**src/rtl/prl_pkg.sv**
```systemverilog
// Package: constants and width helpers shared by the port rate limiter.
// Assumes the limit and per-packet cost share one granularity shift.
package prl_pkg;
    // Shift applied to the per-packet cost and to the burst limit (units of 256 tokens)
    localparam int GRAN_SHIFT = 8;

    // Width of one charge, with one extra bit so the two parts add without loss
    function automatic int charge_width(input int wrd_w, input int cnt_w, input int pkt_w);
        int a;
        int b;
        a = wrd_w + cnt_w;
        b = pkt_w + GRAN_SHIFT;
        return ((a > b) ? a : b) + 1;
    endfunction

    // Larger of two widths
    function automatic int max_width(input int a, input int b);
        return (a > b) ? a : b;
    endfunction
endpackage

```
**src/rtl/prl_charge.sv**
```systemverilog
// Module: prl_charge
// Works out the token cost of the packet reported in the current cycle.
// Assumes sent_i is a one-cycle strobe and sent_words_i is valid with it;
// when no packet is reported the cost is zero and the word count is ignored.
module prl_charge
    import prl_pkg::*;
#(
    parameter int PKT_W = 8,
    parameter int WRD_W = 8,
    parameter int CNT_W = 6,
    parameter int CHG_W = 17
) (
    input  logic             sent_i,
    input  logic [CNT_W-1:0] sent_words_i,
    input  logic [PKT_W-1:0] pkt_cost_i,
    input  logic [WRD_W-1:0] word_cost_i,
    output logic [CHG_W-1:0] charge_o
);
    localparam int PROD_W = WRD_W + CNT_W;
    localparam int FIX_W  = PKT_W + GRAN_SHIFT;

    logic [PROD_W-1:0] word_part;
    logic [FIX_W-1:0]  fixed_part;

    // Per-word part of the cost, taken from the word count only when a packet is reported
    always_comb begin
        word_part = {{CNT_W{1'b0}}, word_cost_i} * {{WRD_W{1'b0}}, (sent_i ? sent_words_i : '0)};
    end

    // Per-packet part of the cost, scaled to single tokens
    always_comb begin
        fixed_part = {pkt_cost_i, {GRAN_SHIFT{1'b0}}};
    end

    // Sum of both parts, gated by the strobe
    always_comb begin
        if (sent_i) begin
            charge_o = CHG_W'(word_part) + CHG_W'(fixed_part);
        end else begin
            charge_o = '0;
        end
    end
endmodule

```
**src/rtl/prl_accum.sv**
```systemverilog
// Module: prl_accum
// Token debt register: each clock removes DRAIN tokens (stopping at zero),
// then adds the charge of this cycle, saturating at the all-ones value.
// Assumes ACC_W > CHG_W so that a single charge always fits.
module prl_accum #(
    parameter int ACC_W = 20,
    parameter int CHG_W = 17,
    parameter int DRAIN = 16
) (
    input  logic             clk,
    input  logic             rst_n,
    input  logic [CHG_W-1:0] charge_i,
    output logic [ACC_W-1:0] acc_o
);
    localparam logic [ACC_W-1:0] DRAIN_V = ACC_W'(DRAIN);

    logic [ACC_W-1:0] acc_q;
    logic [ACC_W-1:0] drained;
    logic [ACC_W:0]   sum;
    logic [ACC_W-1:0] acc_d;

    // Pay back the fixed drain, never below zero
    always_comb begin
        drained = (acc_q >= DRAIN_V) ? (acc_q - DRAIN_V) : '0;
    end

    // Add the new charge with one guard bit and clamp on overflow
    always_comb begin
        sum   = {1'b0, drained} + (ACC_W + 1)'(charge_i);
        acc_d = sum[ACC_W] ? {ACC_W{1'b1}} : sum[ACC_W-1:0];
    end

    // Debt register with synchronous active-low reset
    always_ff @(posedge clk) begin
        if (!rst_n) begin
            acc_q <= '0;
        end else begin
            acc_q <= acc_d;
        end
    end

    assign acc_o = acc_q;
endmodule

```
**src/rtl/prl_gate.sv**
```systemverilog
// Module: prl_gate
// Compares the debt with the burst limit scaled to single tokens; sending is
// allowed while the debt is at or below that bound. Purely combinational.
module prl_gate
    import prl_pkg::*;
#(
    parameter int ACC_W = 20,
    parameter int LIM_W = 8
) (
    input  logic [ACC_W-1:0] acc_i,
    input  logic [LIM_W-1:0] burst_lim_i,
    output logic             send_ok_o
);
    localparam int THR_W = LIM_W + GRAN_SHIFT;
    localparam int CMP_W = max_width(ACC_W, THR_W);

    logic [THR_W-1:0] bound;

    // Scale the limit to single tokens and compare inclusively
    always_comb begin
        bound     = {burst_lim_i, {GRAN_SHIFT{1'b0}}};
        send_ok_o = (CMP_W'(acc_i) <= CMP_W'(bound));
    end
endmodule

```
**src/rtl/port_rate_limiter.sv**
```systemverilog
// Module: port_rate_limiter
// Rate limiter for one output port. Every reported packet is charged a
// per-packet and a per-word cost, the debt drains DRAIN tokens per clock,
// and send_ok_o stays high while the debt is within the scaled burst limit.
// Assumes the costs and the limit are stable or change only between packets;
// a packet already started is always charged, whatever the flag shows.
module port_rate_limiter
    import prl_pkg::*;
#(
    parameter int PKT_W = 8,
    parameter int WRD_W = 8,
    parameter int CNT_W = 6,
    parameter int LIM_W = 8,
    parameter int ACC_W = 20,
    parameter int DRAIN = 16
) (
    input  logic             clk,
    input  logic             rst_n,
    input  logic [PKT_W-1:0] pkt_cost_i,
    input  logic [WRD_W-1:0] word_cost_i,
    input  logic [LIM_W-1:0] burst_lim_i,
    input  logic             sent_i,
    input  logic [CNT_W-1:0] sent_words_i,
    output logic             send_ok_o
);
    localparam int CHG_W = charge_width(WRD_W, CNT_W, PKT_W);

    logic [CHG_W-1:0] charge;
    logic [ACC_W-1:0] acc_q;

    // Cost of the packet reported this cycle
    prl_charge #(
        .PKT_W(PKT_W), .WRD_W(WRD_W), .CNT_W(CNT_W), .CHG_W(CHG_W)
    ) u_charge (
        .sent_i      (sent_i),
        .sent_words_i(sent_words_i),
        .pkt_cost_i  (pkt_cost_i),
        .word_cost_i (word_cost_i),
        .charge_o    (charge)
    );

    // Debt accumulator with drain and saturation
    prl_accum #(
        .ACC_W(ACC_W), .CHG_W(CHG_W), .DRAIN(DRAIN)
    ) u_accum (
        .clk     (clk),
        .rst_n   (rst_n),
        .charge_i(charge),
        .acc_o   (acc_q)
    );

    // Send-allowed decision
    prl_gate #(
        .ACC_W(ACC_W), .LIM_W(LIM_W)
    ) u_gate (
        .acc_i      (acc_q),
        .burst_lim_i(burst_lim_i),
        .send_ok_o  (send_ok_o)
    );
endmodule

```
**config.mk**
```make
export PLATFORM = sky130hd
export DESIGN_NAME = port_rate_limiter
export DESIGN_NICKNAME = d
export VERILOG_FILES = /design/src/rtl/prl_pkg.sv /design/src/rtl/prl_charge.sv /design/src/rtl/prl_accum.sv /design/src/rtl/prl_gate.sv /design/src/rtl/port_rate_limiter.sv
export SDC_FILE = /design/constraint.sdc
export NUM_CORES = 1
export LEC_CHECK = 0
export CAP_MARGIN = 20
export CORE_ASPECT_RATIO = 0.75
export CORE_MARGIN = 1.5
export CORE_UTILIZATION = 60
export DETAILED_ROUTE_END_ITERATION = 6
export DONT_BUFFER_PORTS = 1
export GPL_ROUTABILITY_DRIVEN = 0
export HOLD_SLACK_MARGIN = 0.12
export MAX_ROUTING_LAYER = met4
export PLACE_DENSITY_LB_ADDON = 0.08
export SYNTH_ARGS = -nofsm -noshare
export SYNTH_HDL_FRONTEND = slang
export SYNTH_SLANG_ARGS = --single-unit
```
**constraint.sdc**
```tcl
create_clock -name clk -period 21.3 [get_ports clk]
set_clock_uncertainty 0.2 [all_clocks]
set_input_delay 4.26 -clock clk [delete_from_list [all_inputs] [get_ports clk]]
set_output_delay 4.26 -clock clk [all_outputs]
set_load 0.01 [all_outputs]
```
## Word level (Yosys, flattened, before mapping)

Index checks and enable logic that the tools add are counted.

- Logic and storage cells: 11
- Bits in registers: 20
- Output and inout port bits: 1

- Muxes and demuxes: 4
- Order comparisons: 2
- $add $sub $neg: 3
- Multiply operators: 1

Operator list:

| operator | number |
|---|---|
| two-way mux 20 bit | 2 |
| adder 20 x 17 -> 21 bit | 1 |
| >= comparator 20 x 5 -> 1 bit (second input constant) | 1 |
| less-or-equal comparator 20 x 16 -> 1 bit | 1 |
| subtractor 20 x 5 -> 20 bit (second input constant) | 1 |
| adder 14 x 16 -> 17 bit | 1 |
| two-way mux 17 bit | 1 |
| multiplier 8 x 6 -> 14 bit | 1 |
| two-way mux 6 bit | 1 |

## Logic depth before layout (Yosys ltp)

- Depth in word-level cells: 6
- Mapped depth: 26

## Cells and area by module

A second synthesis with hierarchy kept.

- Cell total of the unflattened synthesis: 496
- Area total of the unflattened synthesis: 4159.0 um^2

Modules (own cells, without submodules):

| module | cells an instance | area an instance (um^2) | instances | seq. area each (um^2) |
|---|---|---|---|---|
| prl_accum | 235 | 1974.4 | 1 | 400.4 |
| prl_charge | 228 | 1943.1 | 1 | 0.0 |
| prl_gate | 33 | 241.5 | 1 | 0.0 |

## Worst setup path after synthesis

Ideal clock, no wire load.

- Path kind: input to register
- Start: input sent_i
- End: register u_accum.acc_q[19], in the netlist u_accum.acc_o[19]
- Library setup time: 0.116 ns
- Data required time: 20.984 ns
- Arrival time: 10.261 ns
- Slack: 10.724 ns
- Stages: 23
- Cells stage by stage: clkbuf_1 > clkbuf_1 > nand3_1 > fa_1 > fa_1 > inv_1 > fa_1 > ha_1 > fa_1 > a21o_1 > a21oi_1 > a21oi_1 > o41ai_1 > o21ai_0 > xor2_1 > and2_1 > ha_1 > a211oi_1 > o21ai_0 > a31oi_1 > o31ai_2 > or4_1 > and3_1

- Cells in the longest elaborated chain, start to end: 6

RTL lines:

| what | line | source |
|---|---|---|
| start, declared | port_rate_limiter.sv:22 | `input logic sent_i,` |
| two-way mux 6 bit | prl_charge.sv:27 | `word_part = {{CNT_W{1'b0}}, word_cost_i} * {{WRD_W{1'b0}}, (sent_i ? sent_words_i : '0)};` |
| multiplier 8 x 6 -> 14 bit | prl_charge.sv:27 |  |
| adder 14 x 16 -> 17 bit | prl_charge.sv:38 | `charge_o = CHG_W'(word_part) + CHG_W'(fixed_part);` |
| two-way mux 17 bit (*) | prl_charge.sv:37 | `if (sent_i) begin` |
| adder 20 x 17 -> 21 bit (*) | prl_accum.sv:29 | `sum = {1'b0, drained} + (ACC_W + 1)'(charge_i);` |
| two-way mux 20 bit (*) | prl_accum.sv:30 | `acc_d = sum[ACC_W] ? {ACC_W{1'b1}} : sum[ACC_W-1:0];` |
| end signal, assigned | prl_accum.sv:36 | `acc_q <= '0;` |
| end signal, assigned | prl_accum.sv:38 | `acc_q <= acc_d;` |
| end, declared | prl_accum.sv:17 | `logic [ACC_W-1:0] acc_q;` |

Mark *: on every way between the ends. The rest lies on a longest branch, timed or not.
A chain may end at the register's enable or synchronous reset.

## Worst setup path after layout

- Start: input sent_words_i[2]
- End: register u_accum.acc_q[7], in the netlist u_accum.acc_o[7]

- Cells in the longest elaborated chain, start to end: 6

RTL lines:

| what | line | source |
|---|---|---|
| start, declared | port_rate_limiter.sv:23 | `input logic [CNT_W-1:0] sent_words_i,` |
| two-way mux 6 bit | prl_charge.sv:27 |  |
| multiplier 8 x 6 -> 14 bit | prl_charge.sv:27 |  |
| adder 14 x 16 -> 17 bit | prl_charge.sv:38 |  |
| two-way mux 17 bit | prl_charge.sv:37 |  |
| adder 20 x 17 -> 21 bit | prl_accum.sv:29 |  |
| two-way mux 20 bit | prl_accum.sv:30 |  |

No other way between the ends.

==> metrics.md <==
| Metric | Value |
|---|---|
| Count of non-filler cells in the finished layout | around 540 |
| Sequential area share after synthesis | about a tenth |
| CTS buffer count | 3 |
| Clk pin slew, worst setup/hold paths | around 0.08 ns |
| Clock tree buffer depth | 2 |
| Final Cell Area | 4016 um^2 |
| DIE WIDTH | between 90 and 100 um |
| Synth warn | 0 |
| Hold Slack | 0.5495 ns |
| Most common flop cell mapped by yosys | dfxtp_1 |
| Share of total power in the clock network | roughly 7.4% |
| Max FFs per register | 20 |
| PortBufs | 0 |
| Synth cell types | a little under 60 |
| Min Clock Period, post-route | 10.39 ns |
| CP arrival | 10.40 ns |
| Sw Ratio | 48.87% |
| CTS tree | yes |
| RSZ-0062 raised after global routing | false |
| Core Box Area | 6319 um^2 |
| Post-route worst setup slack | roughly 11 ns |
| Critical-path maximum fanout | 17 |
| Via density | 5.925 |
| Final Max Slew Viols | 0 |
| Initial antenna violation count | 0 |
| Clk Latency, worst-skew pair | 0.26 ns |
| Final HPWL DP | 6.406 mm |
| FF+latch count, synth | 20 |
| Root Driver | clkbuf_8 |
| Remaining Overflow, GRT | 0 |
| Slew margin rel. | 50.46% |
| WS Path Type | primary input to register |
| Post-Place Cells | 531 |
| Final net count | 577 |
| # Post-CTS Setup Buffers | 0 |
| Setup crit start kind | primary input |
| Most frequent cells in the layout | ha_1 (57), inv_1 (56), and3_1 (44) |
| Height of the chip | 73.19 um |
| WL final | 7.772 mm |
| First-pass GRT wire length | 13.82 mm |
| Layout area overhead | 1.905% |
| Share of layout cells above drive strength 1 | approximately 4.6% |
| CTS Hold Buffers Added | 0 |
| Peak supply drop | 51.29 uV |
| Diodes inserted | 0 |
| Post-CTS Resized | 0 |
| Static leakage power | roughly 2.2 nW |
| Number of global-route vias before repair | around 3.0k |
| Clk sinks | 20 |
| Final setup fails | 0 |
| Outcome | completed |
| Vias post-DR | between 3k and 4k |
| Most common cell on crit path | fa_1 |
| Largest net degree at the start of global routing | 65 |
| FP Rows | 25 |
| Comb pwr share | about three quarters |
| Sequential power share | 16.4% |
| Syn Nets | 585 |
| Max Cap Violations | 0 |
| Avg Inst Size Synth | about 8.5 um^2 |
| Cell breakdown of the critical path | and3_1, fa_1, inv_1, fa_1, inv_1, fa_1, ha_1, fa_1, a21o_1, a21oi_1, a21oi_1, o41ai_1, o21ai_0, xor2_1, and2_1, ha_1, nand3_1, o21ai_0, a31oi_1, o31ai_2, nor3b_4, o21a_1 |
| # IOs | 34 |
| Antenna Nets Post-Route | 0 |
| Fmax | between 90 and 100 MHz |
| Ys async rst share | 0% |
| 1st-iter DRT viols | 192 |
| Post-synth EDFFs | 0 |
| Cell count after synthesis | 463 |
| Worst slew pin tran | approximately 0.74 ns |
| H-tree levels | 1 |
| Post-route setup TNS | 0 ns |
| Gr usage total | 25.38% |
| DRC viols | 0 |
| Critical Path End Type | register |
| Most common cell after layout, fill and taps aside | ha_1 |
| DR pass1 iterations | 4 |
| Final worst-path cycle share | between 40% and 50% |
| Initial core utilization | 62.38% |
| Netlist Area Pre-Place | just under 4000 um^2 |
| Hold WC Path Type | register to register |
| Final hold violation count | 0 |
| Psw | between 0.00015 and 0.0002 W |
| CP Data Required Time | 21.31 ns |
| Max incr delay on CP | 0.63 ns |
| Area post-placement | 3961 um^2 |
| Fillcell total | 570 |
| P_int | approximately 0.00021 W |
| Cell Pwr Density | 100.8 nW/um^2 |
| Dpl ws | 10.69 ns |
| Max stage delay cell, worst path | nor3b_4 |
| Die ar. | just over 7000 um^2 |
| Drt wl/cell | 14.53 um |
power by group through the flow:
stage / sequential [W] / combinational [W] / clock (W)
floorplan: 0.0000634 / 0.000258 / 0
global placement: 0.0000669 / 0.000300 / 0
detailed placement: 0.0000670 / 0.000306 / 0
CTS: 0.0000664 / 0.000309 / 0.0000294
global route: 0.0000683 / 0.000352 / 0.0000319
finish: 0.0000665 / 0.000309 / 0.0000298
cells in the mapped netlist, drive strengths merged, types with 3 or more instances:
| cell type | instances | share of area [%] |
|---|---|---|
| or4 | 3 | 0.76 |
| or3 | 3 | 0.64 |
| clkbuf | 10 | 1.2 |
| and2 | 11 | 1.8 |
| o21ai | 17 | 2.2 |
| a31oi | 4 | 0.63 |
| and3 | 44 | 7.0 |
| dfxtp | 20 | 10 |
| o31ai | 3 | 0.70 |
| o21a | 22 | 4.2 |
| inv | 56 | 5.3 |
| a21o | 9 | 1.7 |
| nand2b | 6 | 1.1 |
| nand3 | 12 | 1.5 |
| ha | 57 | 18 |
| nor2 | 26 | 2.7 |
| nand2 | 19 | 2.0 |
| a211oi | 7 | 1.3 |
| nor3 | 3 | 0.38 |
| xnor2 | 24 | 5.5 |
| o41ai | 4 | 1.1 |
| nor4 | 6 | 1.5 |
| nor2b | 6 | 0.95 |
| buf | 3 | 0.86 |
| xor2 | 7 | 1.6 |
| a21oi | 25 | 3.2 |
| fa | 32 | 16 |
cells by family (layout without fill, tap and decap cells):
logic type,Yosys count,count (layout),synth area share (%)
buffers and inverters,69,60,7.397
and+or+nand+nor,150,150,22.83
xor gates and xnor gates,31,31,7.079
AOI/OAI and AO/OA,102,102,17.68
DFF,20,20,10.16
muxes,2,2,0.5080
adders and majority gates,89,89,34.35
path summary, 6_finish.rpt:
| kind | from | to | slack (ns) | cells past startpoint |
|---|---|---|---|---|
| worst max register to register | u_accum.acc_o[4]$_SDFF_PN0_ | u_accum.acc_o[7]$_SDFF_PN0_ | 16.17 | 14 |
| worst min register to register | u_accum.acc_o[0]$_SDFF_PN0_ | u_accum.acc_o[0]$_SDFF_PN0_ | 0.55 | 3 |
| worst max-delay path | sent_words_i[2] | u_accum.acc_o[7]$_SDFF_PN0_ | 10.91 | 22 |
| worst min-delay path | u_accum.acc_o[0]$_SDFF_PN0_ | u_accum.acc_o[0]$_SDFF_PN0_ | 0.55 | 3 |
metrics by stage:
step | utilization, % | total power, W
after floorplan | - | 0.0003217
after global placement | 62.69 | 0.0003666
after detailed placement | 62.69 | 0.0003730
after CTS | 63.56 | 0.0004045
after global routing | 63.56 | 0.0004519
final | 63.56 | 0.0004049
area by class of cell:
class	instances	area, um^2	area share (%)
inverters	56	210.2	5.234
clock buffers	4	55.05	1.371
multi-input cells	374	3249	80.90
flip-flops and latches	20	400.4	9.969
well taps	81	101.3	2.523
metal layers:
metal / up-vias / share of wire, % / global-route usage, %
li1: 1605 / - / -
met1: 1511 / 53 / 37.73
met2: 45 / 43 / 37.61
met3: 9 / 3.0 / 2.917
met4: 0 / 1.1 / 4.026
met5: - / 0 / -
worst max-delay path, delay by kind of cell:
| family | cells | cell delay [ns] |
|---|---|---|
| adders and majority gates | 6 | 2.67 |
| AOI/OAI and AO/OA | 9 | 2.09 |
| and+or+nand+nor | 4 | 1.09 |
| xor gates and xnor gates | 1 | 0.18 |
| buffers and inverters | 2 | 0.10 |
Power figures use the tool's default switching activity.
